==> config.mk <==
export PLATFORM = sky130hd
export DESIGN_NAME = sdram_cmd_decoder
export DESIGN_NICKNAME = d
export VERILOG_FILES = /design/src/rtl/sdram_dec_pkg.sv /design/src/rtl/sdram_cmd_class.sv /design/src/rtl/sdram_bank_state.sv /design/src/rtl/sdram_burst_track.sv /design/src/rtl/sdram_cmd_decoder.sv
export SDC_FILE = /design/constraint.sdc
export NUM_CORES = 1
export LEC_CHECK = 0
export BUFFER_PORTS_ARGS = -buffer_cell sky130_fd_sc_hd__clkbuf_2
export CORE_MARGIN = 4
export CORE_UTILIZATION = 25
export DETAILED_ROUTE_END_ITERATION = 10
export HOLD_SLACK_MARGIN = 0.08
export PLACE_DENSITY = 0.53
export SLEW_MARGIN = 30
export SYNTH_ARGS = -nofsm -noshare
export SYNTH_HDL_FRONTEND = slang
export SYNTH_SLANG_ARGS = --single-unit
export TNS_END_PERCENT = 1
==> constraint.sdc <==
create_clock -name clk_i -period 4 [get_ports clk_i]
set_input_delay 0.8 -clock clk_i [delete_from_list [all_inputs] [get_ports clk_i]]
set_output_delay 0.8 -clock clk_i [all_outputs]
set_load 0.05 [all_outputs]
==> src/rtl/sdram_dec_pkg.sv <==
package sdram_dec_pkg;
  localparam int unsigned CMD_DESEL = 0;
  localparam int unsigned CMD_NOP   = 1;
  localparam int unsigned CMD_ACT   = 2;
  localparam int unsigned CMD_PRE   = 3;
  localparam int unsigned CMD_PREA  = 4;
  localparam int unsigned CMD_WR    = 5;
  localparam int unsigned CMD_RD    = 6;
  localparam int unsigned CMD_MRS   = 7;
  localparam int unsigned CMD_EMRS  = 8;
  localparam int unsigned CMD_AREF  = 9;
  localparam int unsigned CMD_SREF  = 10;
  localparam int unsigned CMD_PDE   = 11;
  localparam int unsigned CMD_EXIT  = 12;
  localparam int unsigned CMD_BST   = 13;
  localparam int unsigned CMD_N     = 14;

  typedef enum logic [1:0] {
    MODE_NORMAL  = 2'd0,
    MODE_SELF    = 2'd1,
    MODE_PDOWN   = 2'd2,
    MODE_SUSPEND = 2'd3
  } dev_mode_e;
endpackage

==> src/rtl/sdram_cmd_class.sv <==
module sdram_cmd_class
  import sdram_dec_pkg::*;
#(
  parameter int unsigned BA_W = 2
) (
  input  logic            cs_ni,
  input  logic            ras_ni,
  input  logic            cas_ni,
  input  logic            we_ni,
  input  logic            cke_prev_i,
  input  logic            cke_i,
  input  logic [BA_W-1:0] ba_i,
  input  logic            a8_i,
  output logic [CMD_N-1:0] cmd_oh_o
);
  logic idle_cmd;

  always_comb begin
    cmd_oh_o = '0;
    idle_cmd = 1'b0;
    if (cs_ni) begin
      cmd_oh_o[CMD_DESEL] = 1'b1;
      idle_cmd = 1'b1;
    end else begin
      unique case ({ras_ni, cas_ni, we_ni})
        3'b111: begin cmd_oh_o[CMD_NOP] = 1'b1; idle_cmd = 1'b1; end
        3'b011: cmd_oh_o[CMD_ACT] = 1'b1;
        3'b010: if (a8_i) cmd_oh_o[CMD_PREA] = 1'b1; else cmd_oh_o[CMD_PRE] = 1'b1;
        3'b100: cmd_oh_o[CMD_WR] = 1'b1;
        3'b101: cmd_oh_o[CMD_RD] = 1'b1;
        3'b000: if (ba_i == BA_W'(1)) cmd_oh_o[CMD_EMRS] = 1'b1; else cmd_oh_o[CMD_MRS] = 1'b1;
        3'b001: if (cke_prev_i && !cke_i) cmd_oh_o[CMD_SREF] = 1'b1; else cmd_oh_o[CMD_AREF] = 1'b1;
        default: cmd_oh_o[CMD_BST] = 1'b1;
      endcase
    end
    // clock-enable edges turn idle cycles into low-power entry/exit
    if (idle_cmd && (cke_prev_i != cke_i)) begin
      cmd_oh_o = '0;
      if (cke_i) cmd_oh_o[CMD_EXIT] = 1'b1;
      else       cmd_oh_o[CMD_PDE]  = 1'b1;
    end
  end
endmodule

==> src/rtl/sdram_bank_state.sv <==
module sdram_bank_state #(
  parameter int unsigned NUM_BANKS = 4,
  localparam int unsigned BA_W = $clog2(NUM_BANKS)
) (
  input  logic                 clk_i,
  input  logic                 rst_ni,
  input  logic                 act_i,
  input  logic                 pre_i,
  input  logic                 pre_all_i,
  input  logic [BA_W-1:0]      bank_i,
  input  logic                 close_i,
  input  logic [BA_W-1:0]      close_bank_i,
  output logic [NUM_BANKS-1:0] active_o
);
  for (genvar b = 0; b < NUM_BANKS; b++) begin : g_bank
    logic hit, close_hit;
    assign hit       = (bank_i == BA_W'(b));
    assign close_hit = close_i && (close_bank_i == BA_W'(b));
    always_ff @(posedge clk_i or negedge rst_ni) begin
      if (!rst_ni)                                     active_o[b] <= 1'b0;
      else if (act_i && hit)                           active_o[b] <= 1'b1;
      else if (pre_all_i || (pre_i && hit) || close_hit) active_o[b] <= 1'b0;
    end
  end
endmodule

==> src/rtl/sdram_burst_track.sv <==
module sdram_burst_track #(
  parameter int unsigned BURST_LEN = 4,
  parameter int unsigned BA_W      = 2,
  localparam int unsigned CNT_W    = $clog2(BURST_LEN + 1)
) (
  input  logic            clk_i,
  input  logic            rst_ni,
  input  logic            start_i,
  input  logic            is_read_i,
  input  logic            ap_i,
  input  logic [BA_W-1:0] bank_i,
  input  logic            stop_i,
  input  logic            run_i,
  output logic            busy_o,
  output logic            rd_o,
  output logic            ap_o,
  output logic            close_o,
  output logic [BA_W-1:0] bank_o
);
  logic [CNT_W-1:0] cnt_q;

  always_ff @(posedge clk_i or negedge rst_ni) begin
    if (!rst_ni) begin
      cnt_q  <= '0;
      rd_o   <= 1'b0;
      ap_o   <= 1'b0;
      bank_o <= '0;
    end else if (start_i) begin
      cnt_q  <= CNT_W'(BURST_LEN);
      rd_o   <= is_read_i;
      ap_o   <= ap_i;
      bank_o <= bank_i;
    end else if (stop_i) begin
      cnt_q <= '0;
    end else if (run_i && busy_o) begin
      cnt_q <= cnt_q - 1'b1;
    end
  end

  assign busy_o  = (cnt_q != '0);
  assign close_o = ap_o && busy_o &&
                   (stop_i || (run_i && !start_i && cnt_q == CNT_W'(1)));
endmodule

==> src/rtl/sdram_cmd_decoder.sv <==
module sdram_cmd_decoder
  import sdram_dec_pkg::*;
#(
  parameter int unsigned NUM_BANKS = 4,
  parameter int unsigned BURST_LEN = 4,
  localparam int unsigned BA_W = $clog2(NUM_BANKS)
) (
  input  logic                 clk_i,
  input  logic                 rst_ni,
  input  logic                 cs_ni,
  input  logic                 ras_ni,
  input  logic                 cas_ni,
  input  logic                 we_ni,
  input  logic                 cke_i,
  input  logic [BA_W-1:0]      ba_i,
  input  logic                 a8_i,
  input  logic                 dm_i,
  output logic [CMD_N-1:0]     cmd_o,
  output logic [BA_W-1:0]      bank_o,
  output logic                 auto_pre_o,
  output logic                 illegal_o,
  output logic [NUM_BANKS-1:0] bank_active_o,
  output logic [1:0]           mode_o,
  output logic                 in_burst_o,
  output logic                 data_en_o
);
  logic            cke_q;
  logic [CMD_N-1:0] c;
  dev_mode_e       mode_q, mode_d;
  logic            legal, normal, bank_act, all_idle;
  logic            busy, b_rd, b_ap, b_close;
  logic [BA_W-1:0] b_bank;

  always_ff @(posedge clk_i or negedge rst_ni) begin
    if (!rst_ni) cke_q <= 1'b1;
    else         cke_q <= cke_i;
  end

  sdram_cmd_class #(.BA_W(BA_W)) u_class (
    .cs_ni, .ras_ni, .cas_ni, .we_ni,
    .cke_prev_i(cke_q), .cke_i, .ba_i, .a8_i,
    .cmd_oh_o(c)
  );

  assign normal   = (mode_q == MODE_NORMAL);
  assign bank_act = bank_active_o[ba_i];
  assign all_idle = ~|bank_active_o;

  always_comb begin
    legal = 1'b0;
    if (c[CMD_DESEL] || c[CMD_NOP] || c[CMD_EXIT]) begin
      legal = 1'b1;
    end else if (normal && cke_q) begin
      legal = c[CMD_PDE] || (c[CMD_SREF] && all_idle) ||
              (cke_i && ((c[CMD_ACT] && !bank_act) ||
                         c[CMD_PRE] || c[CMD_PREA] ||
                         ((c[CMD_WR] || c[CMD_RD]) && bank_act && !(busy && b_ap)) ||
                         ((c[CMD_MRS] || c[CMD_EMRS]) && all_idle && (ba_i <= BA_W'(1))) ||
                         (c[CMD_AREF] && all_idle) ||
                         (c[CMD_BST] && busy && b_rd)));
    end
  end

  always_comb begin
    mode_d = mode_q;
    if (legal) begin
      if (c[CMD_SREF])      mode_d = MODE_SELF;
      else if (c[CMD_PDE])  mode_d = busy ? MODE_SUSPEND : MODE_PDOWN;
      else if (c[CMD_EXIT]) mode_d = MODE_NORMAL;
    end
  end

  always_ff @(posedge clk_i or negedge rst_ni) begin
    if (!rst_ni) mode_q <= MODE_NORMAL;
    else         mode_q <= mode_d;
  end
  assign mode_o = mode_q;

  sdram_burst_track #(.BURST_LEN(BURST_LEN), .BA_W(BA_W)) u_burst (
    .clk_i, .rst_ni,
    .start_i  (legal && (c[CMD_WR] || c[CMD_RD])),
    .is_read_i(c[CMD_RD]),
    .ap_i     (a8_i),
    .bank_i   (ba_i),
    .stop_i   (legal && c[CMD_BST]),
    .run_i    (normal),
    .busy_o   (busy),
    .rd_o     (b_rd),
    .ap_o     (b_ap),
    .close_o  (b_close),
    .bank_o   (b_bank)
  );
  assign in_burst_o = busy;

  sdram_bank_state #(.NUM_BANKS(NUM_BANKS)) u_banks (
    .clk_i, .rst_ni,
    .act_i       (legal && c[CMD_ACT]),
    .pre_i       (legal && c[CMD_PRE]),
    .pre_all_i   (legal && c[CMD_PREA]),
    .bank_i      (ba_i),
    .close_i     (b_close),
    .close_bank_i(b_bank),
    .active_o    (bank_active_o)
  );

  always_ff @(posedge clk_i or negedge rst_ni) begin
    if (!rst_ni) begin
      cmd_o      <= CMD_N'(1) << CMD_DESEL;
      bank_o     <= '0;
      auto_pre_o <= 1'b0;
      illegal_o  <= 1'b0;
      data_en_o  <= 1'b0;
    end else begin
      cmd_o      <= c;
      bank_o     <= (c[CMD_ACT] || c[CMD_PRE] || c[CMD_WR] || c[CMD_RD] ||
                     c[CMD_MRS] || c[CMD_EMRS]) ? ba_i : '0;
      auto_pre_o <= (c[CMD_WR] || c[CMD_RD]) && a8_i;
      illegal_o  <= !legal;
      data_en_o  <= !dm_i && normal && !all_idle;
    end
  end
endmodule

==> After elaboration in Yosys (flattened, before gate mapping) <==
Cells that the tools add are included.
{ "op_classes": {"n_addsub": 1, "muxes": 41, "reduce_logical": 85, "order_cmp": 2, "n_eq_ne": 14} }
{ "op_table": {"columns": ["cell", "count"], "rows": [
  ["$logic_and 1x1->1", 38],
  ["$mux 1", 28],
  ["$logic_or 1x1->1", 26],
  ["$mux 14", 1],
  ["$mux 2", 7],
  ["$mux 10", 1],
  ["$eq 3x3->1 const B", 3],
  ["$mux 3", 3],
  ["$reduce_bool 3->1", 3],
  ["$eq 2x2->1 const B", 4],
  ["$reduce_bool 2->1", 4],
  ["$logic_not 1->1", 7],
  ["$reduce_or 7->1", 1],
  ["$eq 3x1->1 const B", 2],
  ["$eq 3x2->1 const B", 2],
  ["$logic_not 2->1", 3],
  ["$eq 2x1->1 const B", 2],
  ["$reduce_or 4->1", 1],
  ["$logic_not 3->1", 1],
  ["$lt 2x3->1 const B", 1],
  ["$sub 3x1->3 const B", 1],
  ["$bmux 1 s2", 1],
  ["$le 2x1->1 const B", 1],
  ["$reduce_and 2->1", 1],
  ["$ne 1x1->1", 1]
]} }
{ "word_totals": {"in_bits": 11, "regBits": 33, "elab_cells": 158, "output_inout_bits": 26} }

==> Logic depth before layout (Yosys ltp) <==
{ "logic_depth": {"word_depth": 27, "ltp_mapped": 9, "depth_no_buf": 9} }

==> Modules after synthesis <==
Synthesis repeated with hierarchy kept, for this count alone.
{ "unflattened": {"hier_cells": 135, "area_unflattened_um2": 1581.5} }
{ "by_module_without_submodules": {"columns": ["module", "cells_each", "seq_area_each_um2", "n_inst", "area_per_inst_um2"], "rows": [
  ["sdram_cmd_decoder", 57, 553.0, 1, 813.3],
  ["sdram_burst_track", 33, 175.2, 1, 366.6],
  ["sdram_bank_state", 21, 100.1, 1, 236.5],
  ["sdram_cmd_class", 24, 0.0, 1, 165.2]
]} }

==> Worst setup path after synthesis <==
OpenSTA, ideal clock, no wires.
{ "synth_timing": {"path_type": "in2reg", "startpoint": "in ras_ni", "endpoint": "reg mode_q[0], in the netlist mode_o[0]", "setup_time_ps": 126, "arrival_ps": 2285, "required_ps": 3874, "n_path_buf": 1, "path_stages": 6, "slack_ps": 1589, "cell_sequence": "clkbuf_1 or3b_2 a21oi_1 a311oi_1 o211a_4 o32a_1"} }
{ "synth_between": {"elab_chain_len": 17, "elab_cells_between_ends": 49, "cone_classes": "eq/ne (6); mux (16); reduce/logical (27)"} }
{ "synth_rtl": {"columns": ["element", "line", "source"], "rows": [
  ["start: declaration", "sdram_cmd_decoder.sv:11", "input logic ras_ni,"],
  ["$eq 3x3->1", "sdram_cmd_class.sv:25", "unique case ({ras_ni, cas_ni, we_ni})"],
  ["$mux 1", "sdram_cmd_class.sv:25", null],
  ["$mux 1", "sdram_cmd_class.sv:21", "if (cs_ni) begin"],
  ["$logic_and 1x1->1", "sdram_cmd_class.sv:37", "if (idle_cmd && (cke_prev_i != cke_i)) begin"],
  ["$mux 14 *", "sdram_cmd_class.sv:37", null],
  ["$logic_and 1x1->1 or $logic_or 1x1->1 (tied branches)", "sdram_cmd_decoder.sv:55, sdram_cmd_decoder.sv:57", null],
  ["$logic_or 1x1->1 or $logic_and 1x1->1 (tied branches)", "sdram_cmd_decoder.sv:55, sdram_cmd_decoder.sv:57", null],
  ["$logic_or 1x1->1 or $logic_and 1x1->1 (tied branches)", "sdram_cmd_decoder.sv:56, sdram_cmd_decoder.sv:57", null],
  ["$logic_or 1x1->1", "sdram_cmd_decoder.sv:56", "c[CMD_PRE] || c[CMD_PREA] ||"],
  ["$logic_or 1x1->1", "sdram_cmd_decoder.sv:57", "((c[CMD_WR] || c[CMD_RD]) && bank_act && !(busy && b_ap)) ||"],
  ["$logic_or 1x1->1", "sdram_cmd_decoder.sv:58", "((c[CMD_MRS] || c[CMD_EMRS]) && all_idle && (ba_i <= BA_W'(1))) ||"],
  ["$logic_or 1x1->1", "sdram_cmd_decoder.sv:59", "(c[CMD_AREF] && all_idle) ||"],
  ["$logic_and 1x1->1", "sdram_cmd_decoder.sv:55", "(cke_i && ((c[CMD_ACT] && !bank_act) ||"],
  ["$logic_or 1x1->1", "sdram_cmd_decoder.sv:54", "legal = c[CMD_PDE] || (c[CMD_SREF] && all_idle) ||"],
  ["$mux 1", "sdram_cmd_decoder.sv:53", "end else if (normal && cke_q) begin"],
  ["$mux 1", "sdram_cmd_decoder.sv:51", "if (c[CMD_DESEL] || c[CMD_NOP] || c[CMD_EXIT]) begin"],
  ["$reduce_and 2->1 (no line)", null, null],
  ["end signal: assignment", "sdram_cmd_decoder.sv:75", "else mode_q <= mode_d;"],
  ["end: declaration", "sdram_cmd_decoder.sv:29", "dev_mode_e mode_q, mode_d;"]
]} }
Mark *: on every way between the ends. The rest lies on a longest branch, timed or not.
A chain may end at the register's enable or synchronous reset.

==> Worst setup path after layout <==
{ "layout_timing": {"startpoint": "reg u_burst.cnt_q[0]", "endpoint": "reg mode_q[0], in the netlist mode_o[0]"} }
{ "layout_between": {"elab_chain_len": 13, "elab_cells_between_ends": 18, "cone_classes": "mux (5); reduce/logical (13)"} }
{ "layout_rtl": {"columns": ["element", "line", "source"], "rows": [
  ["start: declaration", "sdram_burst_track.sv:20", "logic [CNT_W-1:0] cnt_q;"],
  ["start signal: assignment", "sdram_burst_track.sv:29", "cnt_q <= CNT_W'(BURST_LEN);"],
  ["start signal: assignment", "sdram_burst_track.sv:36", "cnt_q <= cnt_q - 1'b1;"],
  ["$reduce_bool 3->1 *", "sdram_burst_track.sv:40", "assign busy_o = (cnt_q != '0);"],
  ["$logic_and 1x1->1", "sdram_cmd_decoder.sv:57", null],
  ["$logic_not 1->1", "sdram_cmd_decoder.sv:57", null],
  ["$logic_and 1x1->1", "sdram_cmd_decoder.sv:57", null],
  ["$logic_or 1x1->1", "sdram_cmd_decoder.sv:56", null],
  ["$logic_or 1x1->1", "sdram_cmd_decoder.sv:57", null],
  ["$logic_or 1x1->1", "sdram_cmd_decoder.sv:58", null],
  ["$logic_or 1x1->1", "sdram_cmd_decoder.sv:59", null],
  ["$logic_and 1x1->1", "sdram_cmd_decoder.sv:55", null],
  ["$logic_or 1x1->1", "sdram_cmd_decoder.sv:54", null],
  ["$mux 1", "sdram_cmd_decoder.sv:53", null],
  ["$mux 1", "sdram_cmd_decoder.sv:51", null],
  ["$reduce_and 2->1 (no line)", null, null]
]} }
Marked as above.

==> results.rst <==
.. list-table::
   :header-rows: 1

   * - Metric
     - Value
   * - Die Height
     - 88.2 um
   * - Initial cell density of the core
     - 26.5%
   * - Final Skew
     - 0.00738 ns
   * - Max stage delay cell, worst path
     - or4b_1
   * - Cell taking the most area after synthesis
     - dfrtp_1
   * - X dimension of the die
     - 88.2 um
   * - Predominant post-synthesis flop cell
     - dfrtp_1
   * - Met3 Use GR
     - 3.76%
   * - Largest net degree at the start of global routing
     - 34
   * - Count of hold buffers inserted by post-cts repair
     - 0
   * - Net count of the finished layout
     - 212
   * - Post-place setup slack
     - 1.31 ns
   * - Worst-case clock buffer depth
     - 2
   * - Count of final max-slew check failures
     - 0
   * - Number of synthesized flops with an enable pin
     - 0
   * - Area added between synthesis and finish
     - 23.4%
   * - Category of cells accounting for the largest share of critical-path delay
     - simple AND/OR/NAND/NOR gates
   * - Clock tree from TritonCTS
     - built
   * - Antenna violations before repair
     - 0
   * - Placement row count
     - 28
   * - Routed len/inst
     - 14.3 um
   * - Portion of the post-synthesis area used by sequential elements
     - 51.6%
   * - Distinct cell type count of the synthesized netlist
     - 42
   * - Avg Vias per Cell
     - 4.83
   * - Reg2Reg Capture Point
     - mode_o[0]$_DFFE_PN0P_
   * - Core Util, Final
     - 32.7%
   * - CP Buf/Inv Count
     - 1
   * - Area share of the leading cell type in the synthesized netlist
     - 48.3%
   * - Number of nets still failing antenna checks after routing
     - 0
   * - Final worst path period need
     - 2.45 ns
   * - Detailed Route WL
     - 3900 um
   * - Post-synthesis instance area
     - 1610 um2
   * - Async set-reset flop share out of synthesis
     - 100%
   * - Total nets after synthesis
     - 175
   * - Number of diodes
     - 0
   * - Data required time of the worst path
     - 4.16 ns
   * - Instance count of the mapped netlist
     - 160
   * - Path type of the worst setup path
     - register to register
   * - Flop-to-flop setup slack
     - 1.55 ns
   * - Most frequent cells in the layout
     - clkbuf_2 (36), dfrtp_1 (31), nor2_1 (15), nand2_1 (12)
   * - Maximum single-stage delay on the critical path
     - 0.67 ns
   * - Total via count after detailed routing
     - 1318
   * - Run status
     - finished, final reports clean
   * - I/O pins
     - 37
   * - Peak supply drop
     - 0.000128 V
   * - Iteration-0 DRC count of the detailed router
     - 75
   * - Worst-path cell chain
     - inv_1, ha_1, nor2b_1, nor2_1, or4b_1, o211a_4, o32a_1
   * - Proportion of layout cells with a drive suffix above 1
     - 27.8%
   * - Global placement routability congestion
     - 0.776
   * - Count of TritonRoute iterations in the first routing pass
     - 4
   * - Period utilisation layout
     - 61.3%
   * - Slew HR
     - 61.7%
   * - Crit start category
     - register
   * - Leading post-synthesis cells by cell area
     - dfrtp_1 (48%), nor2_1 (3.5%), o21ai_0 (3.4%)
   * - Root buffer cell
     - clkbuf_8
   * - Met1 track demand over resource in global routing
     - 13.7%
   * - Number of I/O port buffers
     - 36
   * - Reg-to-Reg Start
     - u_burst.cnt_q[0]$_DFFE_PN0P_
   * - Overall power of the completed layout
     - 0.000956 W
   * - Grt peak-use layer
     - met2
   * - Type of the most critical hold path
     - primary input to asynchronous set/reset pin
   * - Crit path setup slack, layout
     - 1.55 ns
   * - Static leakage
     - 0.916 nW
   * - Clock net sink count
     - 33
   * - Average instance area after synthesis
     - 10.0 um2
   * - Post-cts gate resize count
     - 0
   * - Number of warning messages in the yosys log
     - 0
   * - Setup repair bufs after CTS
     - 0
   * - Number of clock buffers inserted by TritonCTS
     - 5
   * - Global-route wire length before repair
     - 6480 um
   * - R2R depth
     - 7
   * - Least-Margin Pin Slew
     - 0.569 ns
   * - CP startpoint
     - u_burst.cnt_q[0]$_DFFE_PN0P_
   * - Insertion delay to the later sink of the worst-skew pair
     - 0.28 ns
   * - Remaining routing DRC violations
     - 0
   * - Maximum clock frequency
     - 408 MHz
   * - Placeable core area
     - 6060 um2
   * - Pwr/cell area
     - 482 nW/um2
   * - Die outline area
     - 7770 um2
   * - Overall overflow remaining after global route
     - 0
   * - Met2 track demand over resource in global routing
     - 17.2%
   * - Seq cells post-synth
     - 33
   * - Final hold violation count
     - 0
   * - CP Max Fanout
     - 9
   * - H-tree lvl count
     - 2
   * - Sum of net half-perimeters after detailed placement
     - 2960 um
   * - WP data arrival
     - 2.61 ns
   * - Max-capacitance violation count
     - 0
   * - Via count of the first global-routing pass
     - 1311
   * - Final setup violation count
     - 0
   * - Type of destination of the critical path
     - register
   * - Reg clk slew, reported paths
     - 0.07 ns
   * - Filler cells
     - 639
   * - Most common library cell in the layout ignoring fill and taps
     - clkbuf_2
   * - Accumulated negative setup slack
     - 0 ns
   * - GRT Resource Usage Total
     - 10.9%
   * - Unrepaired setup endpoints after global routing
     - false
==> layout make-up <==
class                      count  area [um2]  area share, %
clock buffer                   7        96.3           4.86
clock inverter                 1        5.00          0.252
multi-input combinational    109         711           35.8
inverter                      11        41.3           2.08
sequential                    33         828           41.8
timing repair buffer          37         208           10.5
tap                           75        93.8           4.73
==> layer usage <==
| layer | share of wire, % | wire length (um) |
|---|---|---|
| met5 | 0 | 0 |
| met4 | 2.0 | 78 |
| met3 | 5.0 | 196 |
| met2 | 47 | 1830 |
| met1 | 46 | 1800 |
==> metrics by stage <==
stage	cells	area, um2	hold slack, ns
6_report	273	1980	0.427
2_1_floorplan	160	1610	0.471
3_3_place_gp	264	1850	0.489
3_5_place_dp	264	1850	0.511
4_1_cts	272	1950	0.526
5_1_grt	273	1980	0.445
==> state kept, by name (all words and copies together), names as in the netlist <==
name / flops
cmd_o: 14
bank_o: 2
mode_o: 2
auto_pre_o: 1
u_burst.rd_o: 1
cke_q: 1
u_banks.active_o: 4
u_burst.cnt_q: 3
u_burst.ap_o: 1
illegal_o: 1
data_en_o: 1
u_burst.bank_o: 2
==> cell usage after synthesis, types with 2 or more instances <==
cell type / instances
o32ai_1: 2
nor3_1: 7
o21ai_0: 11
nand3b_1: 3
a21oi_1: 8
or3b_2: 2
nor2_1: 15
nor2b_1: 2
inv_1: 11
or3_1: 2
nand4_1: 3
nand3_1: 3
dfstp_2: 2
nor3b_1: 2
nand2_1: 12
clkbuf_1: 4
nor4_1: 2
o22ai_1: 2
buf_2: 2
and2_1: 5
dfrtp_1: 31
o21a_1: 2
o211ai_1: 3
ha_1: 4
nand4b_1: 2
a311oi_1: 2
==> how the worst max path moves through the flow <==
stage | endpoint | slack [ns] | cells after the start
CTS | mode_o[0]$_DFFE_PN0P_ | 1.51 | 7
finish | mode_o[0]$_DFFE_PN0P_ | 1.55 | 7
floorplan | mode_o[0]$_DFFE_PN0P_ | 1.59 | 6
global route | u_burst.cnt_q[0]$_DFFE_PN0P_ | 1.40 | 8
detailed placement | u_banks.active_o[3]$_DFFE_PN0P_ | 1.31 | 7
global placement | u_banks.active_o[3]$_DFFE_PN0P_ | 1.33 | 7
==> power by group <==
group          total [W]  internal [W]  switching [W]
combinational   0.000278     0.0000928       0.000185
clock           0.000275      0.000155       0.000120
sequential      0.000403      0.000369      0.0000345
total           0.000956      0.000617       0.000339
==> logic make-up after synthesis <==
logic type / count (synthesis) / share of synthesized area [%]
mux: 2 / 2.10
xor+xnor: 1 / 0.545
buf+inv: 18 / 4.59
simple gates: 64 / 22.0
fa+ha+maj: 4 / 3.12
compound gates: 38 / 16.1
flops: 33 / 51.6
(Power assumes the default switching activity.)
